===== src/rtl/tai_pkg.sv =====
package tai_pkg;

  typedef enum logic [1:0] {
    TAI_SEL_NONE,
    TAI_SEL_STAT,
    TAI_SEL_CFG,
    TAI_SEL_LIM
  } tai_sel_e;

endpackage


===== src/rtl/tai_regfile.sv =====
module tai_regfile
  import tai_pkg::*;
#(
  parameter int DATA_W    = 8,
  parameter int ADDR_W    = 8,
  parameter logic [ADDR_W-1:0] ADDR_STAT = 8'h02,
  parameter logic [ADDR_W-1:0] ADDR_CFG  = 8'h09,
  parameter logic [ADDR_W-1:0] ADDR_LIM  = 8'h07,
  parameter logic [DATA_W-1:0] LIMIT_RST = 8'd70,
  parameter int MASK_BIT  = 7,
  parameter int STAT_BIT  = 4
) (
  input  logic              clk,
  input  logic              rst_n,
  input  logic              reg_wr,
  input  logic              reg_rd,
  input  logic [ADDR_W-1:0] reg_addr,
  input  logic [DATA_W-1:0] reg_wdata,
  input  logic              status_q,
  input  logic              ara_take,
  output logic [DATA_W-1:0] limit_q,
  output logic              mask_q,
  output logic              stat_rd,
  output logic [DATA_W-1:0] reg_rdata
);

  tai_sel_e          sel;
  logic              rd_en;
  logic              cfg_wr;
  logic              lim_wr;
  logic              mask_en;
  logic              mask_d;
  logic [DATA_W-1:0] limit_d;

  // address decode
  always_comb begin
    unique case (reg_addr)
      ADDR_STAT: sel = TAI_SEL_STAT;
      ADDR_CFG:  sel = TAI_SEL_CFG;
      ADDR_LIM:  sel = TAI_SEL_LIM;
      default:   sel = TAI_SEL_NONE;
    endcase
  end

  assign rd_en   = reg_rd & ~reg_wr;
  assign stat_rd = rd_en & (sel == TAI_SEL_STAT);
  assign cfg_wr  = reg_wr & (sel == TAI_SEL_CFG);
  assign lim_wr  = reg_wr & (sel == TAI_SEL_LIM);

  // next state: a software write decides the mask outright, service events only set it
  always_comb begin
    mask_en = cfg_wr | stat_rd | ara_take;
    mask_d  = cfg_wr ? reg_wdata[MASK_BIT] : 1'b1;
    limit_d = reg_wdata;
  end

  always_ff @(posedge clk or negedge rst_n) begin
    if (!rst_n) begin
      mask_q  <= 1'b0;
      limit_q <= LIMIT_RST;
    end else begin
      if (mask_en) mask_q  <= mask_d;
      if (lim_wr)  limit_q <= limit_d;
    end
  end

  // read mux
  always_comb begin
    reg_rdata = '0;
    unique case (sel)
      TAI_SEL_STAT: reg_rdata[STAT_BIT] = status_q;
      TAI_SEL_CFG:  reg_rdata[MASK_BIT] = mask_q;
      TAI_SEL_LIM:  reg_rdata = limit_q;
      default:      reg_rdata = '0;
    endcase
  end

  AST_MASK_STICKY: assert property (@(posedge clk) disable iff (!rst_n)
    (mask_q && !cfg_wr) |=> mask_q);
  AST_STAT_RD_MASK: assert property (@(posedge clk) disable iff (!rst_n)
    stat_rd |=> mask_q);

endmodule


===== src/rtl/tai_detect.sv =====
module tai_detect #(
  parameter int DATA_W = 8
) (
  input  logic              clk,
  input  logic              rst_n,
  input  logic              conv_done,
  input  logic [DATA_W-1:0] conv_temp,
  input  logic [DATA_W-1:0] limit_q,
  input  logic              stat_rd,
  output logic              status_q
);

  logic over;
  logic set_evt;
  logic status_en;
  logic status_d;

  assign over    = $signed(conv_temp) > $signed(limit_q);
  assign set_evt = conv_done & over;

  // a new event outranks the clear from a status read
  always_comb begin
    status_en = set_evt | stat_rd;
    status_d  = set_evt;
  end

  always_ff @(posedge clk or negedge rst_n) begin
    if (!rst_n)         status_q <= 1'b0;
    else if (status_en) status_q <= status_d;
  end

  AST_STATUS_STICKY: assert property (@(posedge clk) disable iff (!rst_n)
    (status_q && !stat_rd) |=> status_q);
  AST_NO_SPURIOUS: assert property (@(posedge clk) disable iff (!rst_n)
    (!status_q && !conv_done) |=> !status_q);
  AST_SET_WINS: assert property (@(posedge clk) disable iff (!rst_n)
    (conv_done && over && stat_rd) |=> status_q);

endmodule


===== src/rtl/tai_alert_drv.sv =====
module tai_alert_drv (
  input  logic clk,
  input  logic rst_n,
  input  logic status_q,
  input  logic mask_q,
  input  logic ara_ack,
  output logic alert_n,
  output logic ara_respond,
  output logic ara_take
);

  logic alert_q;
  logic alert_d;

  always_comb begin
    alert_d = status_q & ~mask_q;
  end

  always_ff @(posedge clk or negedge rst_n) begin
    if (!rst_n) alert_q <= 1'b0;
    else        alert_q <= alert_d;
  end

  assign alert_n     = ~alert_q;
  assign ara_respond = alert_q;
  // only a device that is holding the line takes part in the response exchange
  assign ara_take    = ara_ack & alert_q;

  AST_MASK_QUIET: assert property (@(posedge clk) disable iff (!rst_n)
    mask_q |=> alert_n);
  AST_ALERT_CAUSE: assert property (@(posedge clk) disable iff (!rst_n)
    !alert_n |-> ($past(status_q) && !$past(mask_q)));

endmodule


===== src/rtl/tai_alert_ctrl.sv =====
module tai_alert_ctrl #(
  parameter int DATA_W    = 8,
  parameter int ADDR_W    = 8,
  parameter logic [ADDR_W-1:0] ADDR_STAT = 8'h02,
  parameter logic [ADDR_W-1:0] ADDR_CFG  = 8'h09,
  parameter logic [ADDR_W-1:0] ADDR_LIM  = 8'h07,
  parameter logic [DATA_W-1:0] LIMIT_RST = 8'd70,
  parameter int MASK_BIT  = 7,
  parameter int STAT_BIT  = 4,
  parameter int SYNC_LEN  = 2
) (
  input  logic              clk,
  input  logic              rst_n,
  input  logic              conv_done,
  input  logic [DATA_W-1:0] conv_temp,
  input  logic              reg_wr,
  input  logic              reg_rd,
  input  logic [ADDR_W-1:0] reg_addr,
  input  logic [DATA_W-1:0] reg_wdata,
  output logic [DATA_W-1:0] reg_rdata,
  input  logic              ara_ack,
  output logic              alert_n,
  output logic              ara_respond
);

  localparam int SYNC_TOP = SYNC_LEN - 1;

  logic [SYNC_TOP:0] rst_sync_q;
  logic [SYNC_TOP:0] rst_sync_d;
  logic              rst_n_s;
  logic [DATA_W-1:0] limit_q;
  logic              mask_q;
  logic              stat_rd;
  logic              status_q;
  logic              ara_take;

  // reset: asserts at once, releases after SYNC_LEN clock edges
  generate
    if (SYNC_LEN > 1) begin : g_sync_chain
      assign rst_sync_d = {rst_sync_q[SYNC_TOP-1:0], 1'b1};
    end else begin : g_sync_single
      assign rst_sync_d = 1'b1;
    end
  endgenerate

  always_ff @(posedge clk or negedge rst_n) begin
    if (!rst_n) rst_sync_q <= '0;
    else        rst_sync_q <= rst_sync_d;
  end

  assign rst_n_s = rst_sync_q[SYNC_TOP];

  tai_regfile #(
    .DATA_W   (DATA_W),
    .ADDR_W   (ADDR_W),
    .ADDR_STAT(ADDR_STAT),
    .ADDR_CFG (ADDR_CFG),
    .ADDR_LIM (ADDR_LIM),
    .LIMIT_RST(LIMIT_RST),
    .MASK_BIT (MASK_BIT),
    .STAT_BIT (STAT_BIT)
  ) u_regs (
    .clk      (clk),
    .rst_n    (rst_n_s),
    .reg_wr   (reg_wr),
    .reg_rd   (reg_rd),
    .reg_addr (reg_addr),
    .reg_wdata(reg_wdata),
    .status_q (status_q),
    .ara_take (ara_take),
    .limit_q  (limit_q),
    .mask_q   (mask_q),
    .stat_rd  (stat_rd),
    .reg_rdata(reg_rdata)
  );

  tai_detect #(
    .DATA_W(DATA_W)
  ) u_detect (
    .clk      (clk),
    .rst_n    (rst_n_s),
    .conv_done(conv_done),
    .conv_temp(conv_temp),
    .limit_q  (limit_q),
    .stat_rd  (stat_rd),
    .status_q (status_q)
  );

  tai_alert_drv u_drv (
    .clk        (clk),
    .rst_n      (rst_n_s),
    .status_q   (status_q),
    .mask_q     (mask_q),
    .ara_ack    (ara_ack),
    .alert_n    (alert_n),
    .ara_respond(ara_respond),
    .ara_take   (ara_take)
  );

  logic cfg_wr_hit;
  logic stat_rd_hit;
  assign cfg_wr_hit  = reg_wr && (reg_addr == ADDR_CFG);
  assign stat_rd_hit = reg_rd && !reg_wr && (reg_addr == ADDR_STAT);

  AST_ARA_MASKS: assert property (@(posedge clk) disable iff (!rst_n_s)
    (ara_ack && !alert_n && !cfg_wr_hit) |=> mask_q);
  AST_ARA_RELEASE: assert property (@(posedge clk) disable iff (!rst_n_s)
    (ara_ack && !alert_n && !cfg_wr_hit) |-> ##2 alert_n);
  AST_ARA_SILENT: assert property (@(posedge clk) disable iff (!rst_n_s)
    (ara_ack && alert_n && !cfg_wr_hit && !stat_rd_hit) |=> $stable(mask_q));
  AST_RD_RELEASE: assert property (@(posedge clk) disable iff (!rst_n_s)
    stat_rd_hit |-> ##2 alert_n);

endmodule


===== config.mk =====
export PLATFORM = sky130hd
export DESIGN_NAME = tai_alert_ctrl
export DESIGN_NICKNAME = d
export VERILOG_FILES = /design/src/rtl/tai_pkg.sv /design/src/rtl/tai_regfile.sv /design/src/rtl/tai_detect.sv /design/src/rtl/tai_alert_drv.sv /design/src/rtl/tai_alert_ctrl.sv
export SDC_FILE = /design/constraint.sdc
export NUM_CORES = 1
export LEC_CHECK = 0
export ABC_AREA = 1
export CAP_MARGIN = 20
export CORE_ASPECT_RATIO = 1.5
export CORE_MARGIN = 2
export CORE_UTILIZATION = 36
export DETAILED_ROUTE_END_ITERATION = 16
export PLACE_DENSITY = 0.71
export SKIP_LAST_GASP = 1
export SLEW_MARGIN = 40
export SYNTH_ARGS = -nofsm -noshare
export SYNTH_HDL_FRONTEND = slang
export SYNTH_SLANG_ARGS = --single-unit

===== constraint.sdc =====
create_clock -name clk -period 0.8 [get_ports clk]
set_input_delay 0.16 -clock clk [delete_from_list [all_inputs] [get_ports clk]]
set_output_delay 0.16 -clock clk [all_outputs]
set_load 0.05 [all_outputs]

==> After elaboration in Yosys (flattened, before gate mapping) <==
Index checks and enable logic that the tools add are counted.
{ "classes": {"order_cmp": 1, "eq_ne": 6, "n_mux": 6, "bitwise_logic": 13} }
{ "op_table": {"columns": ["operator", "n"], "rows": [
  ["== test 8 x 2 -> 1 bit, second input constant", 1],
  ["== test 8 x 3 -> 1 bit, second input constant", 1],
  ["== test 8 x 4 -> 1 bit, second input constant", 1],
  ["> comparator 8 bit", 1],
  ["bitwise AND 1 bit", 7],
  ["case mux 2 bit (3 select lines)", 1],
  ["== test 2 bit, second input constant", 2],
  ["two-way mux 4 bit", 1],
  ["case mux 1 bit (2 select lines)", 2],
  ["NOT 1 bit", 3],
  ["bitwise OR 1 bit", 3],
  ["== test 2 x 1 -> 1 bit, second input constant", 1],
  ["two-way mux 2 bit", 1],
  ["two-way mux 1 bit", 1]
]} }
{ "word_totals": {"reg_bits": 13, "out_inout_bits": 10, "word_cells": 31} }

==> Longest topological paths before layout <==
Gate-level depths: netlist (run 1).
{ "depth": {"depth_word": 6, "ltp_mapped": 12} }

==> Cells and area by module <==
From an unflattened synthesis (run 1), not the netlist that was laid out.
{ "hier_totals": {"cells_unflattened": 141, "area_unflattened_um2": 982.2} }
{ "modules_own_cells": {"columns": ["module", "instances", "cells_per_inst", "area_each_um2", "seq_area_each_um2"], "rows": [
  ["tai_regfile", 1, 88, 613.1, 229.0],
  ["tai_detect", 1, 44, 269.0, 25.0],
  ["tai_alert_ctrl", 1, 3, 53.8, 50.0],
  ["tai_alert_drv", 1, 6, 46.3, 25.0]
]} }

==> Worst setup path after synthesis (run 1) <==
No wires, ideal clock.
{ "synth_timing": {"path_type": "input-to-output", "start": "input reg_addr[5]", "end": "output reg_rdata[4]", "arrival_ns": 1.270, "slack_ns": -0.630, "path_stages": 5, "n_path_buf": 0, "path_cell_list": "nor2_2 -> nand2_2 -> nor2_4 -> inv_2 -> o21ai_1"} }
{ "synth_via": {"elab_chain_cells": 4, "elab_cells_between_ends": 7} }
{ "synth_rtl": {"columns": ["item", "line", "source"], "rows": [
  ["start: declaration", "tai_alert_ctrl.sv:18", "input logic [ADDR_W-1:0] reg_addr,"],
  ["== test 8 x 3 -> 1 bit, or another cell as far along", "tai_regfile.sv:37", "unique case (reg_addr)"],
  ["case mux 2 bit (3 select lines) *", "tai_regfile.sv:37", null],
  ["== test 2 bit / == test 2 x 1 -> 1 bit (equally long branches)", "tai_regfile.sv:70", "unique case (sel)"],
  ["case mux 1 bit (2 select lines) *", "tai_regfile.sv:70", null],
  ["end: declaration", "tai_alert_ctrl.sv:20", "output logic [DATA_W-1:0] reg_rdata,"]
]} }
Mark *: on every way between the ends. The rest lies on a longest branch, timed or not.

==> Final worst setup path (run 1) <==
{ "layout_timing": {"start": "register u_regs.limit_q[1]", "end": "register u_detect.status_q"} }
{ "layout_via": {"elab_chain_cells": 3} }
{ "layout_rtl": {"columns": ["item", "line", "source"], "rows": [
  ["start: declaration", "tai_regfile.sv:21", "output logic [DATA_W-1:0] limit_q,"],
  ["start signal: assignment", "tai_regfile.sv:63", "if (lim_wr) limit_q <= limit_d;"],
  ["> comparator 8 bit *", "tai_detect.sv:18", "assign over = $signed(conv_temp) > $signed(limit_q);"],
  ["bitwise AND 1 bit *", "tai_detect.sv:19", "assign set_evt = conv_done & over;"],
  ["bitwise OR 1 bit", "tai_detect.sv:23", "status_en = set_evt | stat_rd;"],
  ["end signal: assignment", "tai_detect.sv:29", "else if (status_en) status_q <= status_d;"],
  ["end: declaration", "tai_detect.sv:10", "output logic status_q"]
]} }
Marked as above.
A chain may end at the register's enable or synchronous reset.

==> results of run 1 <==
==> stage by stage <==
stage | total power (uW) | cell area [sq um] | hold WS [ns] | setup TNS, ns | instances
2_1_floorplan | 975 | 952 | -0.136 | -4.08 | 108
3_3_place_gp | 1300 | 1550 | 0.159 | -12.92 | 182
3_5_place_dp | 1310 | 1550 | 0.159 | -13.68 | 182
4_1_cts | 1880 | 1910 | 0.0255 | -6.19 | 201
5_1_grt | 2020 | 1980 | 0.0254 | -7.22 | 201
6_report | 1940 | 1980 | 0.0266 | -6.63 | 201
==> logic make-up (layout without fill, tap and decap cells) <==
| family | Yosys count | after routing |
|---|---|---|
| adders and majority gates | 8 | 8 |
| buffers and inverters | 20 | 89 |
| DFF | 13 | 13 |
| AOI/OAI and AO/OA | 14 | 14 |
| other | 1 | 1 |
| and+or+nand+nor | 52 | 53 |
==> critical path, cell delays in order, from the launching register on <==
cell	delay (ns)
dfstp_2	0.54
inv_2	0.05
ha_4	0.26
nand2_2	0.05
nand2_2	0.06
nand2_1	0.05
nand2_1	0.07
nand2_2	0.07
nand2_1	0.08
nand2_1	0.07
nand3_2	0.07
nand2_1	0.06
==> cell type report <==
cell class                      count  area, sq um
Tap cell                           23         28.8
Fill cell                         111          283
Sequential cell                    13          330
Inverter                           19         85.1
Timing Repair Buffer               66          763
Multi-Input combinational cell     76          743
Clock buffer                        4         26.3
==> synth_stat cells <==
cell / n
nor2_2: 4
and2_1: 1
nand2_2: 1
ha_1: 8
buf_6: 1
nor2_4: 1
nor2_1: 21
a21oi_1: 3
nand4_2: 1
o21ai_1: 3
nand4_1: 1
nand3_1: 5
conb_1: 1
nand2_1: 15
inv_1: 18
nand2_4: 1
dfstp_2: 3
a21oi_2: 8
inv_2: 1
nand3b_1: 1
dfrtp_1: 10
==> power breakdown <==
part           switching (uW)  internal [uW]
clock                     245            194
sequential               42.1            706
combinational             352            400
==> per-layer routing <==
metal | vias up | share of wire, %
met5 | - | 0
met4 | 0 | 2.9
met3 | 11 | 4.1
met2 | 46 | 60
met1 | 512 | 33
li1 | 482 | -
==> state kept, by name (all words and copies together) (netlist names) <==
name	flops
u_drv.ara_respond	1
u_regs.limit_q	8
rst_sync_q	2
u_regs.mask_q	1
u_detect.status_q	1
==> timing repair <==
item / 4_1_cts / 5_1_grt
pin swaps: 32 / 22
resized for setup: 93 / 22
gates cloned: 0 / 1
buffers inserted: 19 / 4
setup endpoints to repair: 20 / 20
==> final timing paths <==
| path | cells after the start | from | to |
|---|---|---|---|
| setup / recovery | 11 | u_regs.limit_q[1] | u_detect.status_q |
| hold / removal | 1 | rst_n | rst_sync_q[0] |
| setup reg to reg | 11 | u_regs.limit_q[1] | u_detect.status_q |
| hold reg to reg | 1 | rst_sync_q[1] | u_regs.limit_q[0] |
| max in group asynchronous | 1 | rst_sync_q[1] | u_regs.limit_q[1] |
| min in group clk | 0 | rst_sync_q[0] | rst_sync_q[1] |
==> impl_metrics.json, run 1 <==
{
  "grt_overflow": 0,
  "grt_pass1_wl_mm": 5.03,
  "critical_path_class": "register to register",
  "rsz0062_at_grt": "true",
  "max_slew_margin_pct": 61.7,
  "pre_cts_ws_ns": -0.861,
  "syn_area_sq_um": 862,
  "tritoncts": "yes",
  "yosys.area.top_type_share_pct": 29.0,
  "avgViaCountPerCell": 5.23,
  "placeableCoreArea_sq_um": 2260,
  "synth.area.top_cells": "dfrtp_1, ha_1, dfstp_2",
  "path_clk_slew_ns": 0.09,
  "die-area_sq_um": 2810,
  "vdd_drop_max_v": 0.000903,
  "synthMuxAreaShare_pct": 0,
  "setup_viol": 20,
  "p_leak_uw": 0.000870,
  "grt_use_met1_pct": 23.0,
  "clock-root-buffer": "clkbuf_4",
  "start_kind": "register",
  "layout_min_cycle_time_ns": 1.55,
  "synth-simple-area-share_pct": 28.6,
  "busiest_layer": "met2",
  "htreeDepth": 1,
  "status": "finished, violations left",
  "fin_skew_ns": 0.00363,
  "ios": 40,
  "post_drt_wl_per_cell_um": 18.4,
  "fin_util_pct": 87.5,
  "cts_buffer_depth": 2,
  "met3_usage_pct": 3.67,
  "start_util_pct": 38.2,
  "drive_gt1_share_pct": 64.0,
  "cp-end-kind": "register",
  "synth_compound_area_share_pct": 11.6,
  "power_density_nw_per_um2": 981,
  "drt_iter0_drc": 11,
  "maxCapViolCount": 0,
  "r2r_setup_slack_ns": -0.75,
  "cts_sinks": 13,
  "port_buffers": 39,
  "insertion_delay_ns": 0.29,
  "ys_seq_area_share_pct": 38.2,
  "synth_xor_area_share_pct": 0,
  "hpwl_mm": 1.80,
  "final_cell_mix": "buf_6, clkdlybuf4s50_1, nor2_4",
  "first_global_vias": 1149,
  "yosys.area_share.adder_pct": 11.6,
  "routed_wl_mm": 3.70,
  "hp-class": "primary input to asynchronous set/reset pin",
  "grt_max_degree": 17,
  "fmax_mhz": 646,
  "ant_nets": 0,
  "syn-num-nets": 146,
  "hold_violations": 0,
  "gr-usage-all-layers_pct": 24.5,
  "dr.pass1.iters": 4,
  "synth_warnings": 0,
  "violations": "negative setup slack",
  "layout_commonest_cell": "buf_6",
  "crit_fanout": 2,
  "antenna_cells": 0,
  "netlist_instances": 108,
  "die_h_um": 63.9,
  "worstMarginPinSlew_ns": 0.575,
  "areaGrowthSynthToFinish_pct": 129,
  "final_nets": 217,
  "num_rows": 21,
  "synth_top_family_by_area": "simple AND/OR/NAND/NOR gates",
  "cp.arrival_ns": 1.73,
  "final.setup.worst_slack_ns": -0.748,
  "synth_seq_cells": 13,
  "fin_crit_sh_pct": 194,
  "drv_slew": 0,
  "vias": 1051,
  "synth.avg_cell_area_sq_um": 7.98,
  "gp_congestion": 0.727,
  "postCtsHoldBufs": 0,
  "crit_required_ns": 0.98,
  "drc_errors": 0,
  "yosys.area.top_type": "dfrtp_1",
  "die_w_um": 44.0,
  "cts_buffers": 3,
  "antenna_found_initial": 0,
  "yosysUniqueCellTypes": 21,
  "grt_use_met2_pct": 47.8
}
(Power assumes the default switching activity.)
==> inputs of run 2 (changes only) <==
SKIP_LAST_GASP = default   (was 1)
==> impl_metrics.json, run 2 (synthesized netlist as in run 1, its figures left out) <==
{
  "status": "finished, violations left",
  "violations": "negative setup slack",
  "routed_wl_mm": 3.74,
  "vdd_drop_max_v": 0.00108,
  "hold_violations": 0,
  "clock-root-buffer": "clkbuf_4",
  "largest_reg_flops": 8,
  "start_util_pct": 38.2,
  "cts_buffer_depth": 2,
  "power_density_nw_per_um2": 974,
  "crit_required_ns": 0.99,
  "gp_congestion": 0.727,
  "setup_viol": 20,
  "r2r_setup_slack_ns": -0.78,
  "path_clk_slew_ns": 0.08,
  "seqCellArea_sq_um": 330,
  "antenna_cells": 0,
  "critical_path_class": "register to register",
  "antenna_found_initial": 0,
  "crit_fanout": 2,
  "top_register": "u_regs.limit_q",
  "die_h_um": 63.9,
  "maxCapViolCount": 0,
  "grt_pass1_wl_mm": 4.92,
  "final_cell_mix": "buf_6, nor2_4, clkdlybuf4s50_1",
  "htreeDepth": 1,
  "rsz0062_at_grt": "true",
  "p_leak_uw": 0.000870,
  "hp-class": "primary input to asynchronous set/reset pin",
  "first_global_vias": 1099,
  "top_regs": "u_regs.limit_q (8), rst_sync_q (2)",
  "drc_errors": 0,
  "hpwl_mm": 1.80,
  "placeableCoreArea_sq_um": 2260,
  "layout_commonest_cell": "buf_6",
  "ios": 40,
  "fin_setup_tns_ns": -6.81,
  "fin_skew_ns": 0.00167,
  "final.setup.worst_slack_ns": -0.777,
  "post_drt_wl_per_cell_um": 18.5,
  "areaGrowthSynthToFinish_pct": 131,
  "fmax_mhz": 634,
  "tritoncts": "yes",
  "start_kind": "register",
  "fill_cells": 106,
  "cts_sinks": 13,
  "gr-usage-all-layers_pct": 24.3,
  "avgViaCountPerCell": 5.11,
  "cts_buffers": 3,
  "drv_slew": 0,
  "insertion_delay_ns": 0.29,
  "grt_overflow": 0,
  "cp-end-kind": "register",
  "port_buffers": 39,
  "die-area_sq_um": 2810,
  "grt_max_degree": 17,
  "layout_min_cycle_time_ns": 1.58,
  "dr.pass1.iters": 4,
  "final_nets": 218,
  "cp.arrival_ns": 1.77,
  "drive_gt1_share_pct": 64.2,
  "fin_crit_sh_pct": 197,
  "vias": 1033,
  "num_rows": 21,
  "multi_input_area_sq_um": 741,
  "hold_ws_ns": 0.0199,
  "die_w_um": 44.0,
  "drt_iter0_drc": 13,
  "ant_nets": 0
}
-- run 2: cell count changes in the layout (fill, tap and decap cells not counted) --
cell	change
nand3_2	-1
nor2_4	+1
nor2_1	-1
nand2_4	-1
nand2_2	+1
nand3_1	+1
buf_8	+1
-- run 2: area by class of cell --
type,instances,share of cell area [%]
Timing Repair Buffer,67,39.1
Multi-Input combinational cell,76,37.2
Sequential cell,13,16.6
Inverter,19,4.28
Tap cell,23,1.45
Clock buffer,4,1.32
-- run 2: through the flow --
stage	setup slack (ns)	total power, uW	instances	instance area [sq um]	utilization [%]
finish	-0.777	1940	202	1990	88.0
global route	-0.850	2020	202	1990	88.0
CTS	-0.655	1880	201	1910	84.6
detailed placement	-0.861	1310	182	1550	68.8
global placement	-0.813	1300	182	1550	68.8
floorplan	-0.576	975	108	952	-
-- run 2: path summary, 6_finish.rpt --
path / startpoint / end / depth (start not counted)
worst max-delay path: u_regs.limit_q[1] / u_detect.status_q / 11
worst min-delay path: rst_n / rst_sync_q[0] / 1
worst max register to register: u_regs.limit_q[1] / u_detect.status_q / 11
worst min register to register: rst_sync_q[1] / u_detect.status_q / 1
max in group asynchronous: rst_sync_q[1] / u_regs.limit_q[2] / 1
min in group clk: rst_sync_q[0] / rst_sync_q[1] / 0
-- run 2: what timing repair did --
| action | 4_1_cts | 5_1_grt |
|---|---|---|
| pin swaps | 33 | 16 |
| cloned | 0 | 1 |
| gates resized for setup | 95 | 20 |
| hold buffers | 0 | 0 |
| setup endpoints to repair | 20 | 20 |
| hold endpoints to repair | 0 | 0 |
| buffers inserted | 19 | 2 |
-- run 2: critical path: stages, from the launching register on --
cell and delay (ns):
dfstp_2 0.54, inv_2 0.05, ha_4 0.26, nand2_2 0.04
nand2_2 0.05, nand2_1 0.06, nand2_1 0.10, nand2_2 0.08
nand2_1 0.08, nand2_1 0.07, nand3_2 0.08, nand2_1 0.05
-- run 2: where the power goes --
part / internal [uW] / leakage [uW] / switching (uW) / total (uW)
logic: 396 / 0.000724 / 350 / 747
clock network: 194 / 0.0000150 / 246 / 440
registers: 705 / 0.000130 / 45.7 / 751
-- run 2: routing by layer --
| layer | share of wire (%) | GRT usage, % | vias to the layer above |
|---|---|---|---|
| met5 | 0 | 0 | - |
| met4 | 6.1 | 13.6 | 0 |
| met3 | 4.3 | 2.82 | 21 |
| met2 | 57 | 45.6 | 46 |
| met1 | 33 | 24.1 | 484 |
| li1 | - | - | 482 |
